## config.mk

```make
export PLATFORM = sky130hd
export DESIGN_NAME = tmr_capcmp_pwm
export DESIGN_NICKNAME = d
export VERILOG_FILES = /design/src/rtl/tmr_pkg.sv /design/src/rtl/tmr_prescaler.sv /design/src/rtl/tmr_counter.sv /design/src/rtl/tmr_cmp_channel.sv /design/src/rtl/tmr_capture.sv /design/src/rtl/tmr_capcmp_pwm.sv
export SDC_FILE = /design/constraint.sdc
export NUM_CORES = 1
export LEC_CHECK = 0
export ABC_AREA = 1
export BUFFER_PORTS_ARGS = -buffer_cell sky130_fd_sc_hd__buf_2
export CAP_MARGIN = 20
export CORE_UTILIZATION = 50
export CTS_BUF_LIST = sky130_fd_sc_hd__clkbuf_4
export CTS_CLUSTER_DIAMETER = 80
export DETAILED_ROUTE_END_ITERATION = 8
export PLACE_DENSITY = 0.74
export SLEW_MARGIN = 20
export SYNTH_ARGS = -nofsm -noshare
export SYNTH_HDL_FRONTEND = slang
export SYNTH_HIERARCHICAL = 1
export SYNTH_SLANG_ARGS = --single-unit
```

## constraint.sdc

```tcl
create_clock -name clk -period 2.55 [get_ports clk]
set_input_delay 0.255 -clock clk [delete_from_list [all_inputs] [get_ports clk]]
set_output_delay 0.255 -clock clk [all_outputs]
set_load 0.01 [all_outputs]
```

## src/rtl/tmr_pkg.sv

```systemverilog
package tmr_pkg;
  typedef enum logic [1:0] {
    WM_NORMAL = 2'd0,
    WM_CTC    = 2'd1,
    WM_FAST   = 2'd2,
    WM_PHASE  = 2'd3
  } wave_mode_e;

  localparam int ADDR_W  = 3;
  localparam int PRE_W   = 10;
  localparam int FLAG_W  = 4;
  localparam int NUM_CH  = 2;

  localparam logic [ADDR_W-1:0] A_CTRL  = 3'd0;
  localparam logic [ADDR_W-1:0] A_COUNT = 3'd1;
  localparam logic [ADDR_W-1:0] A_CMPA  = 3'd2;
  localparam logic [ADDR_W-1:0] A_CMPB  = 3'd3;
  localparam logic [ADDR_W-1:0] A_CAPL  = 3'd4;
  localparam logic [ADDR_W-1:0] A_CAPH  = 3'd5;
  localparam logic [ADDR_W-1:0] A_FLAG  = 3'd6;

  localparam int FL_OVF = 0;
  localparam int FL_MA  = 1;
  localparam int FL_MB  = 2;
  localparam int FL_CAP = 3;

  localparam int CB_EDGE  = 5;
  localparam int CB_FORCE = 6;
endpackage

```

## src/rtl/tmr_prescaler.sv

```systemverilog
module tmr_prescaler
  import tmr_pkg::*;
(
  input  logic       clk,
  input  logic       rst_n,
  input  logic       restart,
  input  logic [2:0] sel,
  output logic       tick
);
  logic [PRE_W-1:0] pre_q;
  logic [PRE_W-1:0] pre_d;

  always_comb begin
    pre_d = restart ? '0 : pre_q + 1'b1;
  end

  always_ff @(posedge clk or negedge rst_n) begin
    if (!rst_n) pre_q <= '0;
    else        pre_q <= pre_d;
  end

  always_comb begin
    case (sel)
      3'd1:    tick = 1'b1;
      3'd2:    tick = &pre_q[2:0];
      3'd3:    tick = &pre_q[5:0];
      3'd4:    tick = &pre_q[7:0];
      3'd5:    tick = &pre_q[PRE_W-1:0];
      default: tick = 1'b0;
    endcase
  end
endmodule

```

## src/rtl/tmr_counter.sv

```systemverilog
module tmr_counter
  import tmr_pkg::*;
#(
  parameter int CNT_W = 16
) (
  input  logic             clk,
  input  logic             rst_n,
  input  logic             tick,
  input  logic             load,
  input  logic [CNT_W-1:0] load_val,
  input  wave_mode_e       mode,
  input  logic [CNT_W-1:0] top_a,
  output logic [CNT_W-1:0] cnt,
  output logic             dir_up,
  output logic             wrap_ev
);
  localparam logic [CNT_W-1:0] MAXV = '1;

  logic [CNT_W-1:0] cnt_d;
  logic             dir_d;
  logic             adv;

  assign adv     = tick & ~load;
  assign wrap_ev = adv & (mode == WM_NORMAL) & (cnt == MAXV);

  always_comb begin
    cnt_d = cnt;
    dir_d = dir_up;
    if (load) begin
      cnt_d = load_val;
    end else if (tick) begin
      case (mode)
        WM_CTC:   cnt_d = (cnt == top_a) ? '0 : cnt + 1'b1;
        WM_PHASE: begin
          if (dir_up) begin
            if (cnt == MAXV) begin
              cnt_d = cnt - 1'b1;
              dir_d = 1'b0;
            end else begin
              cnt_d = cnt + 1'b1;
            end
          end else begin
            if (cnt == '0) begin
              cnt_d = cnt + 1'b1;
              dir_d = 1'b1;
            end else begin
              cnt_d = cnt - 1'b1;
            end
          end
        end
        default:  cnt_d = cnt + 1'b1;
      endcase
    end
  end

  always_ff @(posedge clk or negedge rst_n) begin
    if (!rst_n) begin
      cnt    <= '0;
      dir_up <= 1'b1;
    end else begin
      cnt    <= cnt_d;
      dir_up <= dir_d;
    end
  end
endmodule

```

## src/rtl/tmr_cmp_channel.sv

```systemverilog
module tmr_cmp_channel
  import tmr_pkg::*;
#(
  parameter int CNT_W = 16
) (
  input  logic             clk,
  input  logic             rst_n,
  input  logic             adv,
  input  logic [CNT_W-1:0] cnt,
  input  logic [CNT_W-1:0] cmp,
  input  wave_mode_e       mode,
  input  logic             dir_up,
  input  logic             force_pulse,
  output logic             match,
  output logic             wave
);
  localparam logic [CNT_W-1:0] MAXV = '1;

  logic wave_d;

  assign match = adv & (cnt == cmp);

  always_comb begin
    wave_d = wave;
    case (mode)
      WM_FAST: begin
        if (match)                      wave_d = 1'b0;
        else if (adv && (cnt == MAXV))  wave_d = 1'b1;
      end
      WM_PHASE: begin
        if (match) wave_d = ~dir_up;
      end
      default: wave_d = wave ^ match ^ force_pulse;
    endcase
  end

  always_ff @(posedge clk or negedge rst_n) begin
    if (!rst_n) wave <= 1'b0;
    else        wave <= wave_d;
  end
endmodule

```

## src/rtl/tmr_capture.sv

```systemverilog
module tmr_capture #(
  parameter int CNT_W = 16
) (
  input  logic             clk,
  input  logic             rst_n,
  input  logic             pin,
  input  logic             rising,
  input  logic [CNT_W-1:0] cnt,
  output logic             cap_ev,
  output logic [CNT_W-1:0] cap_val
);
  logic [2:0]       sync_q;
  logic [CNT_W-1:0] cap_d;

  assign cap_ev = rising ? (sync_q[1] & ~sync_q[2]) : (~sync_q[1] & sync_q[2]);

  always_comb begin
    cap_d = cap_ev ? cnt : cap_val;
  end

  always_ff @(posedge clk or negedge rst_n) begin
    if (!rst_n) begin
      sync_q  <= '0;
      cap_val <= '0;
    end else begin
      sync_q  <= {sync_q[1:0], pin};
      cap_val <= cap_d;
    end
  end
endmodule

```

## src/rtl/tmr_capcmp_pwm.sv

```systemverilog
module tmr_capcmp_pwm
  import tmr_pkg::*;
#(
  parameter int CNT_W = 16
) (
  input  logic              clk,
  input  logic              rst_n,
  input  logic [ADDR_W-1:0] reg_addr,
  input  logic              reg_we,
  input  logic [CNT_W-1:0]  reg_wdata,
  output logic [CNT_W-1:0]  reg_rdata,
  input  logic              cap_pin,
  output logic              wave_a,
  output logic              wave_b,
  output logic [FLAG_W-1:0] irq_flags
);
  localparam int HALF = CNT_W / 2;

  logic [1:0]        rs_q;
  logic              rst_int_n;
  wave_mode_e        mode_q, mode_d;
  logic [2:0]        cs_q, cs_d;
  logic              edge_q, edge_d;
  logic [FLAG_W-1:0] flag_q, flag_d, flag_set, flag_clr;
  logic [CNT_W-1:0]  cmp_q [NUM_CH];
  logic [CNT_W-1:0]  cmp_d [NUM_CH];
  logic [NUM_CH-1:0] match, wave, force_pulse;
  logic              wr_ctrl, wr_cnt, wr_flag;
  logic              tick, adv, dir_up, wrap_ev, cap_ev;
  logic [CNT_W-1:0]  cnt_q, cap_val;

  // reset: asserted at once, released after two clock edges
  always_ff @(posedge clk or negedge rst_n) begin
    if (!rst_n) rs_q <= '0;
    else        rs_q <= {rs_q[0], 1'b1};
  end
  assign rst_int_n = rs_q[1];

  assign wr_ctrl = reg_we && (reg_addr == A_CTRL);
  assign wr_cnt  = reg_we && (reg_addr == A_COUNT);
  assign wr_flag = reg_we && (reg_addr == A_FLAG);
  assign adv     = tick & ~wr_cnt;

  always_comb begin
    mode_d = mode_q;
    cs_d   = cs_q;
    edge_d = edge_q;
    if (wr_ctrl) begin
      mode_d = wave_mode_e'(reg_wdata[1:0]);
      cs_d   = reg_wdata[4:2];
      edge_d = reg_wdata[CB_EDGE];
    end
  end

  always_ff @(posedge clk or negedge rst_int_n) begin
    if (!rst_int_n) begin
      mode_q <= WM_NORMAL;
      cs_q   <= '0;
      edge_q <= 1'b0;
    end else begin
      mode_q <= mode_d;
      cs_q   <= cs_d;
      edge_q <= edge_d;
    end
  end

  tmr_prescaler i_pre (
    .clk     (clk),
    .rst_n   (rst_int_n),
    .restart (wr_ctrl),
    .sel     (cs_q),
    .tick    (tick)
  );

  tmr_counter #(.CNT_W(CNT_W)) i_cnt (
    .clk      (clk),
    .rst_n    (rst_int_n),
    .tick     (tick),
    .load     (wr_cnt),
    .load_val (reg_wdata),
    .mode     (mode_q),
    .top_a    (cmp_q[0]),
    .cnt      (cnt_q),
    .dir_up   (dir_up),
    .wrap_ev  (wrap_ev)
  );

  for (genvar ch = 0; ch < NUM_CH; ch++) begin : g_ch
    localparam logic [ADDR_W-1:0] CH_ADDR = A_CMPA + ADDR_W'(ch);

    assign force_pulse[ch] = wr_ctrl & reg_wdata[CB_FORCE+ch];

    always_comb begin
      cmp_d[ch] = (reg_we && (reg_addr == CH_ADDR)) ? reg_wdata : cmp_q[ch];
    end

    always_ff @(posedge clk or negedge rst_int_n) begin
      if (!rst_int_n) cmp_q[ch] <= '0;
      else            cmp_q[ch] <= cmp_d[ch];
    end

    tmr_cmp_channel #(.CNT_W(CNT_W)) i_chan (
      .clk         (clk),
      .rst_n       (rst_int_n),
      .adv         (adv),
      .cnt         (cnt_q),
      .cmp         (cmp_q[ch]),
      .mode        (mode_q),
      .dir_up      (dir_up),
      .force_pulse (force_pulse[ch]),
      .match       (match[ch]),
      .wave        (wave[ch])
    );
  end

  tmr_capture #(.CNT_W(CNT_W)) i_cap (
    .clk     (clk),
    .rst_n   (rst_int_n),
    .pin     (cap_pin),
    .rising  (edge_q),
    .cnt     (cnt_q),
    .cap_ev  (cap_ev),
    .cap_val (cap_val)
  );

  assign flag_set = {cap_ev, match[1], match[0], wrap_ev};
  assign flag_clr = wr_flag ? reg_wdata[FLAG_W-1:0] : '0;

  always_comb begin
    flag_d = (flag_q & ~flag_clr) | flag_set;
  end

  always_ff @(posedge clk or negedge rst_int_n) begin
    if (!rst_int_n) flag_q <= '0;
    else            flag_q <= flag_d;
  end

  always_comb begin
    reg_rdata = '0;
    case (reg_addr)
      A_CTRL:  reg_rdata[5:0]      = {edge_q, cs_q, mode_q};
      A_COUNT: reg_rdata           = cnt_q;
      A_CMPA:  reg_rdata           = cmp_q[0];
      A_CMPB:  reg_rdata           = cmp_q[1];
      A_CAPL:  reg_rdata[HALF-1:0] = cap_val[HALF-1:0];
      A_CAPH:  reg_rdata[HALF-1:0] = cap_val[CNT_W-1:HALF];
      A_FLAG:  reg_rdata[FLAG_W-1:0] = flag_q;
      default: reg_rdata = '0;
    endcase
  end

  assign wave_a    = wave[0];
  assign wave_b    = wave[1];
  assign irq_flags = flag_q;
endmodule

```

# ---- Word-level counts from Yosys, hierarchy flattened
# Index checks and enable logic that the tools add are counted.
dict set report classes {
  n_addsub 3
  n_eq_ne 21
  muxes 25
  bitwise 20
  n_reduce_logical 17
}
# cell n
set op_table {}
lappend op_table {{16-bit two-way mux} 6}
lappend op_table {{16-bit == test} 2}
lappend op_table {{16-bit case mux with 2 select lines} 1}
lappend op_table {{4-bit case mux with 7 select lines} 1}
lappend op_table {{8-bit case mux with 3 select lines} 1}
lappend op_table {{16-bit by 1-bit adder with 16-bit output, second input constant} 1}
lappend op_table {{16-bit == test, second input constant} 1}
lappend op_table {{16-bit zero test} 1}
lappend op_table {{16-bit by 1-bit subtractor with 16-bit output, second input constant} 1}
lappend op_table {{3-bit == test, second input constant} 5}
lappend op_table {{3-bit by 2-bit == test with 1-bit output, second input constant} 4}
lappend op_table {{2-bit case mux with 6 select lines} 1}
lappend op_table {{10-bit by 1-bit adder with 10-bit output, second input constant} 1}
lappend op_table {{10-bit two-way mux} 1}
lappend op_table {{2-bit case mux with 5 select lines} 1}
lappend op_table {{10-bit AND reduction} 1}
lappend op_table {{1-bit AND} 9}
lappend op_table {{1-bit two-way mux} 9}
lappend op_table {{8-bit AND reduction} 1}
lappend op_table {{3-bit by 1-bit == test with 1-bit output, second input constant} 2}
lappend op_table {{1-bit logical AND} 6}
lappend op_table {{3-bit by 1-bit != test with 1-bit output, second input constant} 2}
lappend op_table {{3-bit AND reduction} 2}
lappend op_table {{6-bit AND reduction} 1}
lappend op_table {{other kinds (15)} 25}
dict set report word_totals {
  ff_bits 92
  inputBits 23
  output_inout_bits 22
  word_cells 100
}

# ---- Longest topological paths before layout
# Gate-level depths: netlist of run 1.
dict set report logic_depth {
  word_depth 8
  ltp_mapped 18
  ltp_nobuf 18
}

# ---- By module
# The synthesis of run 1 kept the hierarchy.
# module instances cells_per_inst area_each_um2 seq_area_each_um2
set by_module_without_submodules {}
lappend by_module_without_submodules {tmr_capcmp_pwm 1 344 2542.4 1101.1}
lappend by_module_without_submodules {tmr_counter 1 360 2065.7 426.7}
lappend by_module_without_submodules {tmr_cmp_channel 2 135 615.6 25.0}
lappend by_module_without_submodules {tmr_capture 1 76 744.5 475.5}
lappend by_module_without_submodules {tmr_prescaler 1 70 553.0 250.2}

# ---- Worst setup path after synthesis of run 1
# No wires, ideal clock.
dict set report synth_path {
  kind {register to register}
  from {register i_pre.pre_q[0]}
  to {register g_ch[0].i_chan.wave}
  setup_ns 0.120
  t_arrival_ns 1.922
  t_required_ns 2.430
  path_slack_ns 0.508
  stages_incl_launch_ff 17
  n_path_buf 0
  period_less_slack_ns 2.042
  path_cell_list {dfrtp_1 -> ha_1 -> nand2_1 -> nor2_2 -> nand4_1 -> nand4_1 -> inv_1 -> nor2_1 -> nand2_1 -> nor2_1 -> nand2_1 -> nor2_2 -> nand3_2 -> nand2_1 -> nand2_1 -> nand2_1 -> a21oi_2}
}
dict set report synth_via {
  elab_chain_cells 7
  word_cells_on_any_way 15
  cone_classes {2 x eq/ne; 3 x mux; 4 x bitwise; 6 x reduce/logical}
}
# item line_no
set synth_rtl {}
lappend synth_rtl {{from (decl)} tmr_prescaler.sv:10} ;# logic [PRE_W-1:0] pre_q;
lappend synth_rtl {{from (signal assigned)} tmr_prescaler.sv:19} ;# else pre_q <= pre_d;
lappend synth_rtl {{10-bit AND reduction, or another cell as far along} tmr_prescaler.sv:28} ;# 3'd5: tick = &pre_q[PRE_W-1:0];
lappend synth_rtl {{1-bit case mux with 5 select lines *} tmr_prescaler.sv:23} ;# case (sel)
lappend synth_rtl {{named net tick} tmr_capcmp_pwm.sv:29} ;# logic tick, adv, dir_up, wrap_ev, cap_ev;
lappend synth_rtl {{1-bit AND *} tmr_capcmp_pwm.sv:42} ;# assign adv = tick & ~wr_cnt;
lappend synth_rtl {{named net adv} tmr_capcmp_pwm.sv:29}
lappend synth_rtl {{1-bit AND} tmr_cmp_channel.sv:21} ;# assign match = adv & (cnt == cmp);
lappend synth_rtl {{1-bit XOR (2 in a row)} tmr_cmp_channel.sv:33} ;# default: wave_d = wave ^ match ^ force_pulse;
lappend synth_rtl {{1-bit case mux with 2 select lines} tmr_cmp_channel.sv:25} ;# case (mode)
lappend synth_rtl {{to (signal assigned)} tmr_cmp_channel.sv:39} ;# else wave <= wave_d;
lappend synth_rtl {{to (decl)} tmr_cmp_channel.sv:15} ;# output logic wave
# Mark *: on every way through the listed nets, which the timed path passes. The rest lies on a longest branch.
# A chain may end at the register's enable or synchronous reset.

# ---- Final worst setup path of run 1
# Ends and elaborated chain as after synthesis.

==> run summary, run 1 <==
routed len/inst: 16.4 um
critical path cell sequence: ha_1 > nand2_1 > nor2_2 > nand4_1 > nand4_1 > inv_1 > nor2_1 > buf_4 > nand2_1 > nor3_1 > nand3b_1 > nor2_1 > nor2_1 > nand2_1 > nand2_1 > nand2_1 > a21oi_2
commonest non-fill, non-tap cell in the layout: nand2_1
CTS root buf: clkbuf_4
Largest delay share family, worst path: simple AND/OR/NAND/NOR gates
Setup Fix Bufs, Post-CTS: 0
commonest cells after routing, fill and taps aside: 404 x nand2_1, 137 x inv_1, 127 x nor2_1
Ports: 45
worst hold-check path type: primary input to register
H-tree depth: 3
First-pass DRT Iterations: 5
Multi-input gate area: 3980 um2
CP startpoint kind: register
status: completed
Die H: 121 um
Antenna Nets Post-Route: 0
Syn Inst Count: 1120
Netlist Area Pre-Place: 7140 um2
Hold Fails Final Rpt: 0
Synth cell types: 39
Power, Total: 6.72 mW
Pins Over Slew Limit: 0
area grow syn2layout: 7.98%
vias in the first global route: 6861
Final min period: 2.31 ns
CP endpoint kind: register
skew final: 0.0165 ns
Via Count: 7405
# setup viols final: 0
Yosys reg bits: 92
Num CTS Buffers: 9
post-route setup TNS: 0 ns
post-placement cell count: 1334
Peak VDD IR: 0.000462 V
CTS tree: done
Max Buffers Root-to-Sink: 2
critical path class: register to register
Core Region: 13900 um2
CP Max Fanout: 6
CP required: 2.96 ns
DR DRC count: 0
Clock Latency Late Sink: 0.49 ns
GPL Wtd Cong: 0.993
Final #Nets: 1195
Worst-path clk slew: 0.16 ns
Post-Syn Nets: 1148
Starting DRT DRC Count: 690
crit-path max cell delay: 0.41 ns
grt ovf: 0
Synth Flop Type: dfrtp_1
hold_ws: 0.0235 ns
CP max-delay cell: dfrtp_1
synth warn: 6
period utilisation layout: 0.904
CP dominant cell by count: nand2_1
RSZ-0062 raised after global routing: no
I/O Buffers: 44
antenna violations before repair: 1
first-pass GRT wire length: 35900 um
crit path DAT: 2.71 ns
Syn Area/Cell: 6.37 um2
# rows: 43
largest net degree at the start of global routing: 58
total routed wirelength: 22200 um
Initial Utilization: 0.514
pwr dens: 872 nW/um2
Final HPWL DP: 16200 um
max_cap viols: 0
fraction of registers with async set/reset: 1.00
clk sinks: 92
fillcell total: 1400
fmax: 434 MHz
share of post-route cells with drive strength above 1: 0.130
worst path bufs/invs: 2
Post-synth EDFFs: 0
Vias/cell: 5.47
register area: 2310 um2
Total GRT Usage: 0.318
Non-Filler Instances: 1353
die width: 121 um
die area: 14800 um2
Seq/Total Area, Yosys: 0.323
Leakage: 4.17 nW
post-layout util: 0.555
-- routing by layer --
layer / track usage / vias up / part of all wire
li1: - / 3587 / -
met1: 0.437 / 3426 / 0.43
met2: 0.491 / 336 / 0.45
met3: 0.0451 / 56 / 0.078
met4: 0.148 / 0 / 0.034
met5: 0 / - / 0
-- worst register-to-register path, cell delays in order (launching register included) --
cell and delay, ns:
dfrtp_1 0.41, ha_1 0.20, nand2_1 0.10, nor2_2 0.17, nand4_1 0.10, nand4_1 0.16, inv_1 0.06, nor2_1 0.15
buf_4 0.19, nand2_1 0.06, nor3_1 0.15, nand3b_1 0.10, nor2_1 0.11, nor2_1 0.05, nand2_1 0.08, nand2_1 0.05
nand2_1 0.06, a21oi_2 0.05
-- where the power goes --
| part | total, mW | internal [mW] | switching [mW] |
|---|---|---|---|
| clock | 0.788 | 0.218 | 0.570 |
| combinational | 3.49 | 1.26 | 2.22 |
| sequential | 2.44 | 1.86 | 0.582 |
-- registers in the layout, summed over array words and instances (netlist names), 3 cells and up --
register       cells
i_cap/cap_val     16
cs_q               3
irq_flags          4
cmp_q             32
i_cap/sync_q       3
i_pre/pre_q       10
i_cnt/cnt         16
-- timing repair --
action / 4_1_cts / 5_1_grt
hold buffers: 2 / 0
gates resized for setup: 0 / 1
endpoints found under the setup margin: 0 / 1
hold endpoints to repair: 3 / 0
-- per-stage QoR --
step,area (um2),setup WS [ns]
4_1_cts,7700,0.237
3_3_place_gp,7560,0.328
5_1_grt,7710,0.000860
2_1_floorplan,7140,0.508
6_report,7710,0.244
3_5_place_dp,7560,0.256
-- cell usage after synthesis, types with 5 or more instances --
library cell | instances | area [um2]
o21ai_0 | 28 | 140
o21ai_1 | 16 | 80.1
buf_4 | 8 | 60.1
nand3_2 | 10 | 100
nand2_2 | 9 | 56.3
xor2_1 | 33 | 289
nor2_1 | 128 | 480
nand3_1 | 94 | 470
buf_6 | 9 | 101
nand4_1 | 41 | 257
buf_2 | 21 | 105
inv_2 | 7 | 26.3
nand2_1 | 404 | 1520
nor3_1 | 11 | 55.1
dfrtp_1 | 91 | 2280
inv_1 | 137 | 514
a22oi_1 | 11 | 82.6
ha_1 | 5 | 62.6
nor2_2 | 9 | 56.3
xnor2_1 | 5 | 43.8
-- final timing paths --
check,startpoint,to,slack (ns),cells after the start
max,i_pre/pre_q[0],g_ch[0].i_chan/wave,0.24,17
min,reg_wdata[5],cmp_q[5],0.02,3
max reg2reg,i_pre/pre_q[0],g_ch[0].i_chan/wave,0.24,17
min reg2reg,rs_q[1],i_cnt/cnt[5],0.29,0
max in group asynchronous,rs_q[1],cmp_q[3],1.58,1
min in group asynchronous,rst_n,rs_q[1],0.05,2
-- cells by family (layout without fill, tap and decap cells) --
kind of cell               count (synthesis)  in the layout  synth area share
and+or+nand+nor                          729            729             0.452
buffers and inverters                    193            245             0.120
DFF                                       92             92             0.323
AOI/OAI and AO/OA                         62             62            0.0489
xor gates and xnor gates                  38             38            0.0466
adders and majority gates                  5              5           0.00877
other                                      1              2          0.000525
-- layout make-up --
type | instances | area share
clock inverter | 6 | 0.00601
tap | 180 | 0.0292
antenna | 1 | 0.000325
inverter | 150 | 0.0740
clock buffer | 10 | 0.00974
timing repair buffer | 79 | 0.0649
multi-input combinational | 835 | 0.516
sequential | 92 | 0.299
No activity file was read; power rests on OpenSTA's default activity.
==> run 2: changes to the inputs <==
HOLD_SLACK_MARGIN = 0.08   (was default)
==> run summary, run 2 (synthesis results as in run 1) <==
status: completed
GPL Wtd Cong: 0.993 (unchanged)
Antenna Nets Post-Route: 0 (unchanged)
Clock Latency Late Sink: 0.49 ns (about the same)
Multi-input gate area: 3980 um2 (unchanged)
pwr dens: 857 nW/um2 (-1.7%)
largest registers: cmp_q x32, i_cap/cap_val x16, i_cnt/cnt x16
CP startpoint kind: register
largest net degree at the start of global routing: 58 (unchanged)
post-placement setup slack: 0.256 ns (unchanged)
area grow syn2layout: 10.2%
Post-DP Area: 7560 um2 (unchanged)
commonest cells after routing, fill and taps aside: 404 x nand2_1, 137 x inv_1, 127 x nor2_1
max_slew headroom: 0.665
CP endpoint kind: register
post-placement cell count: 1334 (unchanged)
Hold Fails Final Rpt: 0 (unchanged)
Leakage: 4.24 nW (+1.6%)
Met3 Wirelength: 2080 um (+20%)
RSZ-0062 raised after global routing: no
die width: 121 um (unchanged)
max reg flops: 32 (unchanged)
Initial Utilization: 0.514 (unchanged)
CTS root buf: clkbuf_4
Final min period: 2.31 ns (+0.00332 ns)
Ports: 45 (unchanged)
crit path DAT: 2.71 ns (about the same)
end of the worst register-to-register path: g_ch[0].i_chan/wave
# rows: 43 (unchanged)
routed len/inst: 16.4 um (-0.17%)
H-tree depth: 3 (unchanged)
Starting DRT DRC Count: 719 (+4.2%)
pin slew with the least headroom to its limit: 0.502 ns
grt ovf: 0 (unchanged)
wl on met1: 9310 um (-3.3%)
hold depth: 3 (unchanged)
hold_ws: 0.116 ns (+0.0928 ns)
Die H: 121 um (unchanged)
Design Area, Final: 7870 um2 (+2.1%)
Reg2Reg Depth: 17 (unchanged)
Peak VDD IR: 0.000460 V (-0.51%)
share of post-route cells with drive strength above 1: 0.128 (-0.00175)
Vias/cell: 5.48 (+0.17%)
Worst Hold Launch: reg_wdata[7]
Core Region: 13900 um2 (unchanged)
period utilisation layout: 0.906 (+0.00130)
Non-Filler Instances: 1369 (+1.2%)
Pins Over Slew Limit: 0 (unchanged)
first-pass GRT wire length: 36300 um (+1.3%)
fmax: 433 MHz (-0.14%)
Setup Fix Bufs, Post-CTS: 0 (unchanged)
crit-path max cell delay: 0.41 ns (about the same)
fillcell total: 1387 (-0.93%)
Worst Hold End: cmp_q[23]
die area: 14800 um2 (unchanged)
CP Max Fanout: 6 (unchanged)
register area: 2310 um2 (unchanged)
critical path class: register to register
critical path cell sequence: ha_1 > nand2_1 > nor2_2 > nand4_1 > nand4_1 > inv_1 > nor2_1 > buf_4 > nand2_1 > nor3_1 > nand3b_1 > nor2_1 > nor2_1 > nand2_1 > nand2_1 > nand2_1 > a21oi_2
r2r setup slk: 0.24 ns (about the same)
# setup viols final: 0 (unchanged)
Via Count: 7505 (+1.4%)
Reg-to-Reg Start: i_pre/pre_q[0]
CP max-delay cell: dfrtp_1
CTS tree: done
Num CTS Buffers: 9 (unchanged)
routed wl met2: 10200 um (+1.3%)
clk sinks: 92 (unchanged)
First-pass DRT Iterations: 6 (+1)
skew final: 0.0196 ns (+0.00311 ns)
Total GRT Usage: 0.322 (+0.00395)
DR DRC count: 0 (unchanged)
max_cap viols: 0 (unchanged)
Final WS setup: 0.241 ns (-0.00332 ns)
antenna violations before repair: 1 (unchanged)
CP dominant cell by count: nand2_1
CP required: 2.95 ns (about the same)
Max Buffers Root-to-Sink: 2 (unchanged)
Highest Signal Layer: met4
worst hold-check path type: primary input to register
Final HPWL DP: 16200 um (unchanged)
Final #Nets: 1211 (+1.3%)
I/O Buffers: 44 (unchanged)
most flop-heavy register: cmp_q
Worst-path clk slew: 0.17 ns (about the same)
post-route setup TNS: 0 ns (unchanged)
total routed wirelength: 22400 um (+1.0%)
commonest non-fill, non-tap cell in the layout: nand2_1
vias in the first global route: 6984 (+1.8%)
[run 2: cell type report]
type / count / area share
antenna: 1 / 0.000318
clock buffer: 10 / 0.00954
clock inverter: 6 / 0.00589
inverter: 150 / 0.0725
multi-input combinational: 835 / 0.506
sequential: 92 / 0.293
tap: 180 / 0.0286
timing repair buffer: 95 / 0.0840
[run 2: where the power goes]
part           switching, mW  internal [mW]
sequential             0.584           1.86
clock                  0.572          0.219
combinational           2.23           1.28
total                   3.38           3.36
[run 2: how the worst max path moves through the flow]
stage / cells past startpoint / end / from / slack, ns
floorplan: 16 / g_ch[0].i_chan/wave / i_pre/pre_q[0] / 0.51
global placement: 17 / g_ch[0].i_chan/wave / i_pre/pre_q[0] / 0.33
detailed placement: 17 / g_ch[0].i_chan/wave / i_pre/pre_q[0] / 0.26
CTS: 17 / g_ch[0].i_chan/wave / i_pre/pre_q[0] / 0.24
global route: 19 / g_ch[0].i_chan/wave / i_pre/pre_q[0] / 0.0009
finish: 17 / g_ch[0].i_chan/wave / i_pre/pre_q[0] / 0.24
[run 2: metrics by stage]
step	total power, mW	util
CTS	6.67	0.566
global route	7.28	0.567
floorplan	4.77	-
finish	6.74	0.567
detailed placement	5.86	0.545
global placement	5.82	0.545
[run 2: per-layer routing]
layer | vias to the layer above | global-route usage
li1 | 3613 | -
met1 | 3441 | 0.437
met2 | 376 | 0.501
met3 | 75 | 0.0475
met4 | 0 | 0.154
met5 | - | 0
[run 2: worst max-delay path, delay by kind of cell, from the launching register on]
kind / cells / cell delay (ns)
AO/OA/AOI/OAI: 1 / 0.05
adder cells (fa/ha/maj): 1 / 0.20
buffers and inverters: 2 / 0.25
flip-flops: 1 / 0.41
AND/OR/NAND/NOR: 13 / 1.35
[run 2: what timing repair did]
| action | CTS | global route |
|---|---|---|
| hold buffers | 18 | 0 |
| endpoints found under the hold margin | 41 | 0 |
| setup endpoints to repair | 0 | 1 |
| gates resized for setup | 0 | 1 |
